==> config.mk <==
export PLATFORM = sky130hd
export DESIGN_NAME = eer_refresh_seq
export DESIGN_NICKNAME = d
export VERILOG_FILES = /design/src/rtl/eer_pkg.sv /design/src/rtl/eer_addr_ctr.sv /design/src/rtl/eer_byte_hold.sv /design/src/rtl/eer_ctrl_fsm.sv /design/src/rtl/eer_refresh_seq.sv
export SDC_FILE = /design/constraint.sdc
export NUM_CORES = 1
export LEC_CHECK = 0
export ABC_AREA = 0
export BUFFER_PORTS_ARGS = -buffer_cell sky130_fd_sc_hd__buf_2
export CAP_MARGIN = 20
export CORE_MARGIN = 2
export CORE_UTILIZATION = 45
export CTS_CLUSTER_SIZE = 25
export DETAILED_ROUTE_END_ITERATION = 8
export GPL_ROUTABILITY_DRIVEN = 0
export PLACE_DENSITY = 0.74
export RECOVER_POWER = 50
export SLEW_MARGIN = 15
export SYNTH_ARGS = -nofsm -noshare
export SYNTH_HDL_FRONTEND = slang
export SYNTH_SLANG_ARGS = --single-unit
==> constraint.sdc <==
create_clock -name clk -period 2.32 [get_ports clk]
set_input_delay 0.116 -clock clk [delete_from_list [all_inputs] [get_ports clk]]
set_output_delay 0.116 -clock clk [all_outputs]
set_load 0.1 [all_outputs]
==> src/rtl/eer_pkg.sv <==
package eer_pkg;
    localparam int          KEY_W      = 8;
    localparam logic [7:0]  KEY_FIRST  = 8'h55;
    localparam logic [7:0]  KEY_SECOND = 8'hAA;

    typedef enum logic [3:0] {
        ST_IDLE,
        ST_ARM,
        ST_READ,
        ST_CAPTURE,
        ST_KEY1,
        ST_KEY2,
        ST_STROBE,
        ST_WAIT,
        ST_NEXT,
        ST_FINISH
    } state_t;
endpackage

==> src/rtl/eer_addr_ctr.sv <==
module eer_addr_ctr #(
    parameter int ADDR_W = 8
) (
    input  logic              clk,
    input  logic              rst_n,
    input  logic              clr,
    input  logic              inc,
    output logic [ADDR_W-1:0] addr,
    output logic              at_last
);
    localparam logic [ADDR_W-1:0] TOP = {ADDR_W{1'b1}};

    always_ff @(posedge clk or negedge rst_n) begin
        if (!rst_n)   addr <= '0;
        else if (clr) addr <= '0;
        else if (inc) addr <= addr + 1'b1;
    end

    assign at_last = (addr == TOP);

    // one step per increment, wrapping modulo the address width
    assert_addr_step_R7: assert property (@(posedge clk) disable iff (!rst_n)
        (inc && !clr) |=> (addr == $past(addr) + 1'b1));
    // a clear brings the counter back to zero
    assert_addr_clear_R1: assert property (@(posedge clk) disable iff (!rst_n)
        clr |=> (addr == '0));
endmodule

==> src/rtl/eer_byte_hold.sv <==
module eer_byte_hold #(
    parameter int DATA_W = 8
) (
    input  logic              clk,
    input  logic              rst_n,
    input  logic              load,
    input  logic [DATA_W-1:0] din,
    output logic [DATA_W-1:0] dout
);
    always_ff @(posedge clk or negedge rst_n) begin
        if (!rst_n)    dout <= '0;
        else if (load) dout <= din;
    end

    // the held byte is exactly what was returned at capture
    assert_hold_capture_R5: assert property (@(posedge clk) disable iff (!rst_n)
        load |=> (dout == $past(din)));
    assert_hold_stable_R5: assert property (@(posedge clk) disable iff (!rst_n)
        !load |=> $stable(dout));
endmodule

==> src/rtl/eer_ctrl_fsm.sv <==
module eer_ctrl_fsm
    import eer_pkg::*;
(
    input  logic             clk,
    input  logic             rst_n,
    input  logic             start,
    input  logic             abort,
    input  logic             mem_busy,
    input  logic             at_last,
    output logic             ctr_clr,
    output logic             ctr_inc,
    output logic             hold_load,
    output logic             rd,
    output logic             wr,
    output logic             key_vld,
    output logic [KEY_W-1:0] key,
    output logic             wren,
    output logic             mask,
    output logic             sel,
    output logic             busy,
    output logic             done
);
    state_t state, state_nx;
    logic   abort_pend;

    // state register
    always_ff @(posedge clk or negedge rst_n) begin
        if (!rst_n) state <= ST_IDLE;
        else        state <= state_nx;
    end

    // abort request held until the run closes
    always_ff @(posedge clk or negedge rst_n) begin
        if (!rst_n)                  abort_pend <= 1'b0;
        else if (state == ST_IDLE)   abort_pend <= 1'b0;
        else if (abort)              abort_pend <= 1'b1;
    end

    // next-state logic
    always_comb begin
        state_nx = state;
        unique case (state)
            ST_IDLE:    if (start) state_nx = ST_ARM;
            ST_ARM:     state_nx = ST_READ;
            ST_READ:    state_nx = ST_CAPTURE;
            ST_CAPTURE: state_nx = ST_KEY1;
            ST_KEY1:    state_nx = ST_KEY2;
            ST_KEY2:    state_nx = ST_STROBE;
            ST_STROBE:  state_nx = ST_WAIT;
            ST_WAIT:    if (!mem_busy) state_nx = ST_NEXT;
            ST_NEXT:    state_nx = (at_last || abort_pend) ? ST_FINISH : ST_READ;
            ST_FINISH:  state_nx = ST_IDLE;
            default:    state_nx = ST_IDLE;
        endcase
    end

    // outputs decoded from state
    always_comb begin
        ctr_clr   = 1'b0;
        ctr_inc   = 1'b0;
        hold_load = 1'b0;
        rd        = 1'b0;
        wr        = 1'b0;
        key_vld   = 1'b0;
        key       = '0;
        wren      = 1'b0;
        mask      = 1'b0;
        sel       = 1'b0;
        busy      = 1'b0;
        done      = 1'b0;
        unique case (state)
            ST_IDLE: ;
            ST_ARM: begin
                ctr_clr = 1'b1;
                wren = 1'b1; mask = 1'b1; sel = 1'b1; busy = 1'b1;
            end
            ST_READ: begin
                rd = 1'b1;
                wren = 1'b1; mask = 1'b1; sel = 1'b1; busy = 1'b1;
            end
            ST_CAPTURE: begin
                hold_load = 1'b1;
                wren = 1'b1; mask = 1'b1; sel = 1'b1; busy = 1'b1;
            end
            ST_KEY1: begin
                key_vld = 1'b1; key = KEY_FIRST;
                wren = 1'b1; mask = 1'b1; sel = 1'b1; busy = 1'b1;
            end
            ST_KEY2: begin
                key_vld = 1'b1; key = KEY_SECOND;
                wren = 1'b1; mask = 1'b1; sel = 1'b1; busy = 1'b1;
            end
            ST_STROBE: begin
                wr = 1'b1;
                wren = 1'b1; mask = 1'b1; sel = 1'b1; busy = 1'b1;
            end
            ST_WAIT: begin
                wren = 1'b1; mask = 1'b1; sel = 1'b1; busy = 1'b1;
            end
            ST_NEXT: begin
                ctr_inc = 1'b1;
                wren = 1'b1; mask = 1'b1; sel = 1'b1; busy = 1'b1;
            end
            ST_FINISH: begin
                done = 1'b1; busy = 1'b1;
            end
            default: ;
        endcase
    end

    // the second key byte immediately precedes every strobe
    assert_key_before_strobe_R8: assert property (@(posedge clk) disable iff (!rst_n)
        wr |-> ($past(key_vld) && $past(key) == KEY_SECOND));
    // the address only advances once memory reported not busy
    assert_wait_idle_R6: assert property (@(posedge clk) disable iff (!rst_n)
        (state == ST_NEXT) |-> !$past(mem_busy));
    // done lasts one cycle
    assert_done_pulse_R9: assert property (@(posedge clk) disable iff (!rst_n)
        done |=> !done);
    // a pending abort closes the run at the end of the location
    assert_abort_close_R11: assert property (@(posedge clk) disable iff (!rst_n)
        (state == ST_NEXT && abort_pend) |=> (state == ST_FINISH));
    // start outside idle never re-arms
    assert_start_ignored_R10: assert property (@(posedge clk) disable iff (!rst_n)
        (busy && start) |=> (state != ST_ARM));
endmodule

==> src/rtl/eer_refresh_seq.sv <==
module eer_refresh_seq
    import eer_pkg::*;
#(
    parameter int ADDR_W = 8,
    parameter int DATA_W = 8
) (
    input  logic              clk,
    input  logic              rst_n,
    input  logic              start_i,
    input  logic              abort_i,
    output logic              busy_o,
    output logic              done_o,
    output logic              irq_mask_o,
    output logic              mem_sel_data_o,
    output logic [ADDR_W-1:0] mem_addr_o,
    output logic              mem_rd_o,
    input  logic [DATA_W-1:0] mem_rdata_i,
    output logic              mem_key_vld_o,
    output logic [7:0]        mem_key_o,
    output logic              mem_wr_o,
    output logic [DATA_W-1:0] mem_wdata_o,
    output logic              mem_wren_o,
    input  logic              mem_busy_i
);
    logic ctr_clr, ctr_inc, hold_load, at_last;

    eer_addr_ctr #(.ADDR_W(ADDR_W)) u_addr (
        .clk     (clk),
        .rst_n   (rst_n),
        .clr     (ctr_clr),
        .inc     (ctr_inc),
        .addr    (mem_addr_o),
        .at_last (at_last)
    );

    eer_byte_hold #(.DATA_W(DATA_W)) u_hold (
        .clk   (clk),
        .rst_n (rst_n),
        .load  (hold_load),
        .din   (mem_rdata_i),
        .dout  (mem_wdata_o)
    );

    eer_ctrl_fsm u_fsm (
        .clk       (clk),
        .rst_n     (rst_n),
        .start     (start_i),
        .abort     (abort_i),
        .mem_busy  (mem_busy_i),
        .at_last   (at_last),
        .ctr_clr   (ctr_clr),
        .ctr_inc   (ctr_inc),
        .hold_load (hold_load),
        .rd        (mem_rd_o),
        .wr        (mem_wr_o),
        .key_vld   (mem_key_vld_o),
        .key       (mem_key_o),
        .wren      (mem_wren_o),
        .mask      (irq_mask_o),
        .sel       (mem_sel_data_o),
        .busy      (busy_o),
        .done      (done_o)
    );

    // region select accompanies every access
    assert_sel_on_access_R2: assert property (@(posedge clk) disable iff (!rst_n)
        (mem_rd_o || mem_wr_o) |-> mem_sel_data_o);
    // write-enable is up for every strobe and down at completion
    assert_wren_on_strobe_R4: assert property (@(posedge clk) disable iff (!rst_n)
        mem_wr_o |-> mem_wren_o);
    assert_wren_off_done_R4: assert property (@(posedge clk) disable iff (!rst_n)
        done_o |-> !mem_wren_o);
    // interrupts are masked for every strobe and released at completion
    assert_mask_on_strobe_R3: assert property (@(posedge clk) disable iff (!rst_n)
        mem_wr_o |-> irq_mask_o);
    assert_mask_off_done_R3: assert property (@(posedge clk) disable iff (!rst_n)
        done_o |-> !irq_mask_o);
endmodule

==> metrics.txt <==
Post-synth top cells dfrtp_1 (21), nand2_1 (11), mux2_2 (9); vias in the first global route 951; Hold Path Origin mem_rdata_i[6]; synthesized cell area 1190 um^2; final setup vio count 0; # rows 18; first-pass GRT wire length 4.30 mm; routed wire length 2.45 mm; total track usage 17.6%; 1st-iter DRT viols 22; main flop type after synthesis dfrtp_1; drc violations 0; Final WS setup 155 ps; DP Wirelength 1.83 mm; main combinational cell family by area after synthesis simple AND/OR/NAND/NOR gates; WHS 19.2 ps; RSZ-0062 raised after global routing false; Overflow after GRT 0; Finished Cell Area 1450 um^2; Worst setup EP type output pin; insertion delay to the later sink of the worst-skew pair 320 ps; Final Critical Period 2160 ps; I/O pin cnt 45; clk_skew 1.76 ps; f_max 462 MHz; Slew @ Worst Pin 1170 ps; via count 983; run status completed; Syn Inst Count 118; area fraction of the dominant cell type after synthesis 44.0%; H-tree lvl count 1; Syn Nets 132; Post-synth EDFFs 0; CTS Buffer Depth 2; Reg clk slew, reported paths 120 ps; Max Cap Violations 0; slowest CP cell dfrtp_1; mean area per synthesized cell 10.1 um^2; Unique masters post-synth 39; maximum fanout along the worst path 16; largest cells by area after synthesis dfrtp_1 (44%), mux2_2 (8.5%), buf_4 (5.0%), mux2i_1 (4.2%), nand2_1 (3.5%); die height 55.5 um; share of cells above drive strength 1 36.8%; Yosys top cell by area dfrtp_1; vias per cell 5.31; largest net degree at the start of global routing 22; Slew Viols, Final 0; mux cell area share after synthesis 12.7%; Clock Root Buffer clkbuf_4; Chip Width 55.5 um; clock sinks 21; r2r startpoint u_fsm.state[0]; Starting Density 47.8%; WL/cell 13.2 um; CTS tree built; startpoint types flop; sequential fraction of the synthesis area 44.0%; number of I/O port buffers 44; xor and xnor area share after synthesis 1.47%; Max-slew headroom 22.3%; DRT antenna net count 0; initial antenna violation count 0; CORE AREA 2500 um^2; CP Launch Point u_fsm.state[0]; Layout area overhead 21.6%; area share of fa/ha/maj cells after synthesis 1.05%; first-pass iteration count of the detailed router 4; area of the die 3080 um^2; post-synthesis compound-gate area fraction 7.96%; Worst path max stage delay 590 ps; required time worst endpoint 2200 ps; Final #Nets 170; WS Path Type reg -> out; CP arrival 2050 ps; DP Area 1410 um^2; ys async rst share 100%; Hold WC Path Type in -> reg; worst-path cell chain nor3_1 -> xnor2_2 -> buf_2; Synth Warn # 0; Synth Register Bits 21; period utilization 93.3%; Simple-Gate Fraction of Synth Area 23.8%; Antenna diodes 0; DP Worst Slack 405 ps; most common cell in the netlist dfrtp_1; setup TNS 0 ps; Final Hold Fails 0; CTS Buf Count 3
what timing repair did:
item                                    in CTS  in global routing
hold buffers                                 2                  1
endpoints found under the setup margin       0                  3
buffers inserted                             0                  0
resized for setup                            0                  1
endpoints found under the hold margin       22                  1
kinds of logic after synthesis:
group                      Yosys count
DFF                                 21
AOI/OAI and AO/OA                   14
xor gates and xnor gates             2
adders and majority gates            1
and+or+nand+nor                     48
buffers and inverters               18
muxes                               14
worst max-delay path, delay by kind of cell (launching register included):
kind	cells	cell delay (ps)
flops	1	590
simple gates	1	520
buf+inv	1	450
xor+xnor	1	170
through the flow:
step           cells  util, %
3_5_place_dp     178     56.5
2_1_floorplan    118        -
6_report         185     58.1
4_1_cts          184     58.5
3_3_place_gp     178     56.5
5_1_grt          185     58.1
path summary, 6_finish.rpt:
path / end / slack, ps / depth (start not counted)
min: u_hold.dout[6] / 20 / 2
max reg2reg: u_hold.dout[5] / 400 / 3
max in group asynchronous: u_fsm.state[2] / 1100 / 2
max: mem_wren_o / 160 / 3
min in group asynchronous: u_addr.addr[3] / 500 / 2
min reg2reg: u_hold.dout[6] / 520 / 1
cell type report:
type                    count  area (um^2)
clock buffers               3         22.5
multi-input cells          79          602
inverters                   1         3.75
flip-flops and latches     21          527
clock inverters             1         7.51
repair buffers             50          253
well taps                  30         37.5
fillers                   248         1050
per-layer routing:
metal	vias to the layer above	track usage, %	share of wire (%)
li1	485	-	-
met5	-	0	0
met4	0	6.62	1.1
met1	455	21.9	44
met2	39	27.7	49
met3	4	6.56	6.5
state kept, by name, indices dropped and copies added (netlist names):
signal            cells
u_fsm.state           4
u_fsm.abort_pend      1
u_hold.dout           8
u_addr.addr           8
layout by cell type (no fill, tap or decap), drive strengths merged:
cell         Yosys  final
a21o             1      1
a21oi            4      4
a221o            1      1
a31o             1      1
a31oi            2      2
and3             1      1
and4             1      1
buf             13     31
clkbuf           4     19
clkinvlp         0      1
dfrtp           21     21
dlygate4sd3      0      3
ha               1      1
inv              1      1
mux2             9      9
mux2i            5      5
nand2           11     11
nand2b           4      4
nand3            5      5
nand4            2      2
nor2             7      7
nor3             6      6
nor3b            2      2
nor4             2      2
nor4b            2      2
nor4bb           1      1
o21a             2      2
o21ai            1      1
o21bai           1      1
o2bb2ai          1      1
or2              1      1
or3              1      1
or4b             2      2
xnor2            2      2
Power is left out: the tool's default activity adds up to more than one toggle a clock period on the data nets, which glitch-free logic cannot reach.
